## src/rtl/dispatch_gate_pkg.sv

```systemverilog
package dispatch_gate_pkg;
  typedef enum logic {
    DG_IDLE = 1'b0,
    DG_CONT = 1'b1
  } dg_phase_e;
endpackage

```

## src/rtl/dg_avail_check.sv

```systemverilog
module dg_avail_check #(
  parameter int UOP_W     = 4,
  parameter int ROB_W     = 6,
  parameter int NUM_RF    = 2,
  parameter int RF_NEED_W = 2,
  parameter int RF_FREE_W = 6,
  parameter int NUM_BUF   = 3,
  parameter int BUF_W     = 4
) (
  input  logic [UOP_W-1:0]            uops,
  input  logic [ROB_W-1:0]            rob_free,
  input  logic [NUM_RF*RF_NEED_W-1:0] rf_need,
  input  logic [NUM_RF*RF_FREE_W-1:0] rf_free,
  input  logic [NUM_BUF-1:0]          buf_use,
  input  logic [NUM_BUF*BUF_W-1:0]    buf_free,
  output logic                        rob_fail,
  output logic [NUM_RF-1:0]           rf_fail,
  output logic                        buf_fail,
  output logic                        all_ok
);
  localparam int ROB_CMP_W = (ROB_W > UOP_W) ? ROB_W : UOP_W;
  localparam int RF_CMP_W  = (RF_FREE_W > RF_NEED_W) ? RF_FREE_W : RF_NEED_W;

  logic [NUM_BUF-1:0] buf_full;

  assign rob_fail = ROB_CMP_W'(rob_free) < ROB_CMP_W'(uops);

  for (genvar gi = 0; gi < NUM_RF; gi++) begin : g_rf
    assign rf_fail[gi] = RF_CMP_W'(rf_free[gi*RF_FREE_W +: RF_FREE_W])
                       < RF_CMP_W'(rf_need[gi*RF_NEED_W +: RF_NEED_W]);
  end

  for (genvar gb = 0; gb < NUM_BUF; gb++) begin : g_buf
    assign buf_full[gb] = buf_use[gb] && (buf_free[gb*BUF_W +: BUF_W] == '0);
  end

  assign buf_fail = |buf_full;
  assign all_ok   = !rob_fail && !(|rf_fail) && !buf_fail;
endmodule

```

## src/rtl/dg_chunker.sv

```systemverilog
module dg_chunker
  import dispatch_gate_pkg::*;
#(
  parameter int DISPATCH_WIDTH = 4,
  parameter int UOP_W          = 4
) (
  input  logic             clk,
  input  logic             rst_n,
  input  logic             in_valid,
  input  logic             ok,
  input  logic [UOP_W-1:0] uops,
  output logic             busy,
  output logic             disp_valid,
  output logic [UOP_W-1:0] disp_uops,
  output logic             last
);
  localparam logic [UOP_W-1:0] WIDTH_U = UOP_W'(DISPATCH_WIDTH);

  dg_phase_e        phase_q, phase_d;
  logic [UOP_W-1:0] rem_q, rem_d;
  logic [UOP_W-1:0] src;
  logic             st_en;

  assign busy = (phase_q == DG_CONT);
  assign src  = busy ? rem_q : uops;
  assign last = (src <= WIDTH_U);

  always_comb begin
    disp_valid = busy || (in_valid && ok);
    disp_uops  = disp_valid ? (last ? src : WIDTH_U) : '0;
    phase_d    = phase_q;
    rem_d      = rem_q;
    if (disp_valid) begin
      phase_d = last ? DG_IDLE : DG_CONT;
      rem_d   = last ? '0 : (src - WIDTH_U);
    end
  end

  assign st_en = disp_valid;

  always_ff @(posedge clk or negedge rst_n) begin
    if (!rst_n) begin
      phase_q <= DG_IDLE;
      rem_q   <= '0;
    end else if (st_en) begin
      phase_q <= phase_d;
      rem_q   <= rem_d;
    end
  end
endmodule

```

## src/rtl/dg_sat_ctr.sv

```systemverilog
module dg_sat_ctr #(
  parameter int CTR_W = 32
) (
  input  logic             clk,
  input  logic             rst_n,
  input  logic             inc,
  output logic [CTR_W-1:0] cnt
);
  logic [CTR_W-1:0] cnt_d;
  logic             cnt_en;

  assign cnt_en = inc && !(&cnt);
  assign cnt_d  = cnt + 1'b1;

  always_ff @(posedge clk or negedge rst_n) begin
    if (!rst_n)      cnt <= '0;
    else if (cnt_en) cnt <= cnt_d;
  end
endmodule

```

## src/rtl/dispatch_gate.sv

```systemverilog
module dispatch_gate
  import dispatch_gate_pkg::*;
#(
  parameter int DISPATCH_WIDTH = 4,
  parameter int UOP_W          = 4,
  parameter int ROB_W          = 6,
  parameter int NUM_RF         = 2,
  parameter int RF_NEED_W      = 2,
  parameter int RF_FREE_W      = 6,
  parameter int NUM_BUF        = 3,
  parameter int BUF_W          = 4,
  parameter int CTR_W          = 32
) (
  input  logic                        clk,
  input  logic                        rst_n,
  input  logic                        in_valid,
  output logic                        in_ready,
  input  logic [UOP_W-1:0]            in_uops,
  input  logic [NUM_RF*RF_NEED_W-1:0] in_rf_need,
  input  logic [NUM_BUF-1:0]          in_buf_use,
  input  logic [ROB_W-1:0]            rob_free,
  input  logic [NUM_RF*RF_FREE_W-1:0] rf_free,
  input  logic [NUM_BUF*BUF_W-1:0]    buf_free,
  output logic                        disp_valid,
  output logic [UOP_W-1:0]            disp_uops,
  output logic                        alloc_valid,
  output logic [UOP_W-1:0]            alloc_rob,
  output logic [NUM_RF*RF_NEED_W-1:0] alloc_rf,
  output logic [NUM_BUF-1:0]          alloc_buf,
  output logic [CTR_W-1:0]            stall_rob_cnt,
  output logic [NUM_RF*CTR_W-1:0]     stall_rf_cnt,
  output logic [CTR_W-1:0]            stall_buf_cnt
);
  logic              rob_fail, buf_fail, all_ok;
  logic [NUM_RF-1:0] rf_fail;
  logic              busy, last, stall_ev;

  dg_avail_check #(
    .UOP_W(UOP_W), .ROB_W(ROB_W), .NUM_RF(NUM_RF), .RF_NEED_W(RF_NEED_W),
    .RF_FREE_W(RF_FREE_W), .NUM_BUF(NUM_BUF), .BUF_W(BUF_W)
  ) u_avail (
    .uops(in_uops), .rob_free(rob_free), .rf_need(in_rf_need), .rf_free(rf_free),
    .buf_use(in_buf_use), .buf_free(buf_free), .rob_fail(rob_fail),
    .rf_fail(rf_fail), .buf_fail(buf_fail), .all_ok(all_ok)
  );

  dg_chunker #(
    .DISPATCH_WIDTH(DISPATCH_WIDTH), .UOP_W(UOP_W)
  ) u_chunk (
    .clk(clk), .rst_n(rst_n), .in_valid(in_valid), .ok(all_ok), .uops(in_uops),
    .busy(busy), .disp_valid(disp_valid), .disp_uops(disp_uops), .last(last)
  );

  assign in_ready    = disp_valid && last;
  assign alloc_valid = in_valid && all_ok && !busy;
  assign alloc_rob   = alloc_valid ? in_uops    : '0;
  assign alloc_rf    = alloc_valid ? in_rf_need : '0;
  assign alloc_buf   = alloc_valid ? in_buf_use : '0;
  assign stall_ev    = in_valid && !busy;

  dg_sat_ctr #(.CTR_W(CTR_W)) u_ctr_rob (
    .clk(clk), .rst_n(rst_n), .inc(stall_ev && rob_fail), .cnt(stall_rob_cnt)
  );

  for (genvar gi = 0; gi < NUM_RF; gi++) begin : g_rf_ctr
    dg_sat_ctr #(.CTR_W(CTR_W)) u_ctr_rf (
      .clk(clk), .rst_n(rst_n), .inc(stall_ev && rf_fail[gi]),
      .cnt(stall_rf_cnt[gi*CTR_W +: CTR_W])
    );
  end

  dg_sat_ctr #(.CTR_W(CTR_W)) u_ctr_buf (
    .clk(clk), .rst_n(rst_n), .inc(stall_ev && buf_fail), .cnt(stall_buf_cnt)
  );
endmodule

```

## config.mk

```make
export PLATFORM = sky130hd
export DESIGN_NAME = dispatch_gate
export DESIGN_NICKNAME = d
export VERILOG_FILES = /design/src/rtl/dispatch_gate_pkg.sv /design/src/rtl/dg_avail_check.sv /design/src/rtl/dg_chunker.sv /design/src/rtl/dg_sat_ctr.sv /design/src/rtl/dispatch_gate.sv
export SDC_FILE = /design/constraint.sdc
export NUM_CORES = 1
export LEC_CHECK = 0
export ABC_AREA = 0
export BUFFER_PORTS_ARGS = -buffer_cell sky130_fd_sc_hd__buf_2
export CAP_MARGIN = 15
export CORE_MARGIN = 3
export CORE_UTILIZATION = 53
export CTS_CLUSTER_SIZE = 16
export DETAILED_ROUTE_END_ITERATION = 12
export PLACE_DENSITY_LB_ADDON = 0.05
export SLEW_MARGIN = 10
export SYNTH_ARGS = -nofsm -noshare
export SYNTH_HDL_FRONTEND = slang
export SYNTH_SLANG_ARGS = --single-unit
```

## constraint.sdc

```tcl
create_clock -name clk -period 3.2 [get_ports clk]
set_input_delay 0.16 -clock clk [delete_from_list [all_inputs] [get_ports clk]]
set_output_delay 0.16 -clock clk [all_outputs]
set_load 0.02 [all_outputs]
```

After elaboration in Yosys (flattened, before gate mapping)
Cells that the tools add are included.
Widths: inputs -> output; s select.
{"block": "word_totals", "ff_bits": 133, "in_bits": 44, "output_inout_bits": 146, "wordCells": 58}
{"block": "op_classes", "n_addsub": 5, "n_lt_le_gt_ge": 4, "mux": 8, "reduce_logical": 35}
{"cell": "$add 32x1->32 const B", "count": 4}
{"cell": "$reduce_and 32->1", "count": 4}
{"cell": "$mux 4", "count": 6}
{"cell": "$logic_and 1x1->1", "count": 17}
{"cell": "$logic_not 4->1", "count": 3}
{"cell": "$lt 6x2->1", "count": 2}
{"cell": "$logic_not 1->1", "count": 8}
{"cell": "$lt 6x4->1", "count": 1}
{"cell": "$le 4x3->1 const B", "count": 1}
{"cell": "$sub 4x3->4 const B", "count": 1}
{"cell": "$mux 3", "count": 1}
{"cell": "$reduce_or 3->1", "count": 1}
{"cell": "$reduce_or 2->1", "count": 1}
{"cell": "$logic_or 1x1->1", "count": 1}
{"cell": "$mux 1", "count": 1}

Depth between registers and ports, before layout
{"block": "logic_depth", "depth_word": 8, "mapped_depth": 10}

Cells and area by module
From an unflattened synthesis, not the netlist that was laid out.
{"block": "hier_totals", "hier_cells": 670, "hier_area_um2": 7100.6}
{"mod": "dg_sat_ctr", "instances": 4, "cells_per_inst": 146, "area_per_inst_um2": 1580.3, "seq_area_each_um2": 800.8}
{"mod": "dg_chunker", "instances": 1, "cells_per_inst": 37, "area_per_inst_um2": 356.6, "seq_area_each_um2": 125.1}
{"mod": "dg_avail_check", "instances": 1, "cells_per_inst": 29, "area_per_inst_um2": 221.5, "seq_area_each_um2": 0.0}
{"mod": "dispatch_gate", "instances": 1, "cells_per_inst": 20, "area_per_inst_um2": 201.4, "seq_area_each_um2": 0.0}

Worst setup path after synthesis
No wires, ideal clock.
{"block": "synth_path", "path_kind": "reg2out", "startpoint": "register u_chunk.phase_q, in the netlist u_chunk.busy", "endpoint": "output disp_uops[2]", "t_arrival_ns": 2.210, "required_time_ns": 3.040, "path_slack_ns": 0.830, "path_stages_with_launch": 10, "cell_sequence": "dfrtp_1 > clkbuf_1 > clkbuf_1 > o21ai_0 > ha_1 > o21ai_0 > a21boi_0 > clkbuf_1 > o21ai_0 > nand2_1"}
{"block": "synth_between", "elab_chain_cells": 4}
{"item": "start, declared", "line_no": "dg_chunker.sv:19", "source": "dg_phase_e phase_q, phase_d;"}
{"item": "start signal, assigned", "line_no": "dg_chunker.sv:46", "source": "phase_q <= phase_d;"}
{"item": "$mux 4", "line_no": "dg_chunker.sv:25", "source": "assign src = busy ? rem_q : uops;"}
{"item": "$le 4x3->1", "line_no": "dg_chunker.sv:26", "source": "assign last = (src <= WIDTH_U);"}
{"item": "$mux 4", "line_no": "dg_chunker.sv:30", "source": "disp_uops = disp_valid ? (last ? src : WIDTH_U) : '0;"}
{"item": "$mux 4 *", "line_no": "dg_chunker.sv:30"}
{"item": "end, declared", "line_no": "dispatch_gate.sv:25", "source": "output logic [UOP_W-1:0] disp_uops,"}
Every way passes the cells marked *; elsewhere a longest branch is shown, timed or not.

Final worst setup path
Ends and elaborated chain as after synthesis.

==> key figures <==
Status
  – Status: completed

Synth
  – Sequential share of the synthesized area: 0.487
  – Post-synthesis adder-cell area fraction: 0.0183
  – Share of the synthesized area in the top cell type: 0.487
  – Largest family of logic cells by synthesized area: simple AND/OR/NAND/NOR gates
  – Synth async-reset ratio: 1.00
  – Mapped cell area: between 6000 and 7000 sq um
  – Post-Synth XOR/XNOR Area: 0.158
  – Synth Area in Compound Gates: 0.0491
  – Post-Synth Simple-Gate Area: 0.260
  – Area contributors post-synth: dfrtp_1, xnor2_1, xor2_1, nand4_1, nand2_1
  – Netlist cell types: 64
  – FF+latch count, synth: roughly 130
  – Number of flops mapped to enable cells by yosys: 0
  – Syn nets: 719
  – Yosys warning count: 0
  – Mux contribution to synthesized area: 0.00787
  – Primary FF master, synth: dfrtp_1
  – Post-Synthesis Cells: ~670
  – Mean Syn Cell Area: 10.3 sq um
  – Area leader, netlist: dfrtp_1

Setup path
  – Cell depth of the worst flop-to-flop path: 6
  – Worst-path cell chain: mux2i_1 -> ha_1 -> inv_1 -> a21boi_0 -> buf_4 -> o21ai_0 -> nand2_1 -> buf_2
  – Reg-to-reg startpoint: g_rf_ctr[0].u_ctr_rf.cnt[0]
  – Reg-to-reg endpoint: g_rf_ctr[0].u_ctr_rf.cnt[20]
  – Critical path required time: 3040 ps
  – Arr. time, crit path: approximately 2500 ps
  – WP buf/inv: 3
  – Reg2reg setup slack: approximately 800 ps
  – Crit-path max cell delay: approximately 560 ps
  – Worst path depth: 8
  – Crit start category: register
  – CP startpoint: u_chunk.busy
  – Worst Path Max Fanout: 22
  – CP top delay family: flip-flops
  – WS Path Type: reg2out
  – Worst Setup End Kind: output pin
  – Worst setup endpoint: disp_uops[2]
  – Slowest CP cell: dfrtp_2

Global routing
  – Gr ovfl total: 0
  – Number of global-route vias before repair: around 5700
  – First-pass GRT wire length: approximately 28000 um
  – Initial antenna violation count: 1
  – Maximum number of pins on one net before global-route repair: 59
  – GRT Overall Usage: 0.240

Layout
  – Layout cell share with drive strength beyond 1: 0.288
  – Fin area: slightly below 9000 sq um
  – Layout area overhead: 27.3%
  – Total Nets Final: around 930
  – Multi-input gate area: roughly 3400 sq um
  – Fillcell total: 960
  – FF/Latch Area: 3330 sq um
  – Ant diodes: 0
  – Fin util: 0.707

Route
  – Vias post-DR: 5751
  – DRC viols: 0
  – Routed Wire Length: roughly 17000 um
  – Routed Antenna Nets: 0
  – First DRT Iteration DRCs: 304
  – Average wire per cell in the routed design: ~16 um
  – Pre-Repair DR Iteration Count: 5
  – Via density: ~5.5

Floorplanning
  – Core area: approximately 12000 sq um
  – Starting Density: 0.555
  – Row count: 40
  – Total die area: approximately 14000 sq um
  – I/O pins: 190
  – Die height: ~120 um
  – Die width: between 100 and 150 um

Timing
  – Clock Skew: 9.64 ps
  – Max_slew headroom: 0.474
  – Max Clock Freq: approximately 0.37 GHz
  – Worst slew pin tran: roughly 790 ps
  – Final period util: 0.841
  – Finish-stage setup viols: 0
  – Final worst path period need: between 2000 and 3000 ps
  – Hold Fails Final Rpt: 0
  – Setup TNS: 0 ps
  – RSZ-0062 raised after global routing: no
  – Final Max Tran Viols: 0

Clock network
  – Root Buffer: clkbuf_16
  – CTS buffer count: 17
  – CTS H-tree lvls: 4
  – Post-CTS Setup Inserts: 0
  – Clock sink total: between 100 and 150
  – Reg clk slew, reported paths: approximately 50 ps
  – CTS tree: built
  – Clock Path Buffers: 2
  – Worst skew pair latency: roughly 420 ps

Min path
  – Worst hold path type: in2reg

Place
  – Post-DP HPWL: between 10000 and 15000 um
  – Placed cell area: 8020 sq um
  – GPL Wtd Cong: about 0.87
  – PortBufs: approximately 190

Pwr
  – Leak Pwr: 4.38 nW
  – Worst vdd ir: 370 uV
  – Pwr/cell area: roughly 560 nW/um^2

Run
  – Max_cap viols: 0
[through the flow]
stage | power (W) | std cells | hold slack (ps) | setup slack (ps)
5_1_grt | 0.00506 | 1052 | 112 | 194
4_1_cts | 0.00490 | 1052 | 98.0 | 299
6_report | 0.00487 | 1052 | 122 | 508
3_5_place_dp | 0.00269 | 1020 | 274 | 686
2_1_floorplan | 0.00237 | 665 | -136 | 830
3_3_place_gp | 0.00265 | 1020 | 269 | 767
[worst reg2reg max path, delay by kind of cell, from the launching register on]
kind / cells / cell delay (ps)
xor+xnor: 1 / 210
flops: 1 / 420
fa+ha+maj: 1 / 200
simple gates: 4 / 1480
[synthesized netlist by cell type (all sizes together) (3+ instances only)]
cell	number
nand4b	3
nor2b	5
dfrtp	133
or4	6
nand2	61
a2111oi	3
nand4	44
o21ai	7
nand2b	5
nor2	58
or3	7
and4	7
xnor2	71
nor3	32
mux2	3
nor4	12
and3	11
xor2	52
nand3	45
o211ai	4
ha	10
clkbuf	5
and2	19
inv	28
or2	3
[how the worst min path moves through the flow]
| stage | slack (ps) | startpoint | cells past startpoint | end |
|---|---|---|---|---|
| 2_1_floorplan | -140 | rst_n | 0 | g_rf_ctr[0].u_ctr_rf.cnt[0] |
| 3_3_place_gp | 270 | rst_n | 1 | g_rf_ctr[0].u_ctr_rf.cnt[28] |
| 3_5_place_dp | 270 | rst_n | 1 | g_rf_ctr[0].u_ctr_rf.cnt[27] |
| 4_1_cts | 100 | in_uops[1] | 3 | u_chunk.rem_q[1] |
| 5_1_grt | 110 | in_uops[0] | 3 | u_chunk.rem_q[0] |
| 6_report | 120 | in_uops[1] | 3 | u_chunk.rem_q[1] |
[layer usage]
layer | wire [um] | share of wire | global-route usage | vias to the layer above
li1 | - | - | - | 2741
met1 | 7160 | 0.42 | 0.300 | 2798
met2 | 8180 | 0.48 | 0.400 | 188
met3 | 1280 | 0.076 | 0.0730 | 22
met4 | 253 | 0.015 | 0.0759 | 2
met5 | 7 | 0.00041 | 0 | -
[what timing repair did]
item | in CTS | in global routing
setup endpoints to repair | 0 | 1
hold buffers | 1 | 0
endpoints found under the hold margin | 56 | 0
gates resized for setup | 0 | 1
[kinds of logic after synthesis]
kind of cell    Yosys count
fa+ha+maj                10
buf+inv                  35
simple gates            324
mux                       5
flops                   133
xor+xnor                123
compound gates           35
[registers in the layout (all words and copies together), names as in the netlist]
signal,cells
u_ctr_buf.cnt,32
u_chunk.rem_q,4
g_rf_ctr.u_ctr_rf.cnt,64
u_chunk.busy,1
u_ctr_rob.cnt,32
[placed cells by master (no fill, tap or decap), types with 19 or more instances in the layout]
cell type and count:
inv_1 28, and2_1 19, buf_2 188, xnor2_1 71
nor2_1 54, nand2_1 61, xor2_1 52, nand4_1 43
nor3_1 28, nand3_1 44, dfrtp_1 132
[power breakdown]
part	internal [W]	switching [W]	total, W
clock	0.00151	0.000700	0.00221
sequential	0.00177	0.000139	0.00191
combinational	0.000271	0.000471	0.000741
total	0.00356	0.00131	0.00487
[layout make-up]
type | instances | area share
repair buffers | 195 | 0.116
multi-input cells | 497 | 0.388
well taps | 168 | 0.0242
inverters | 28 | 0.0121
clock buffers | 21 | 0.0541
flip-flops and latches | 133 | 0.383
clock inverters | 10 | 0.0230
Note: power is estimated with default switching activity, not from simulation.
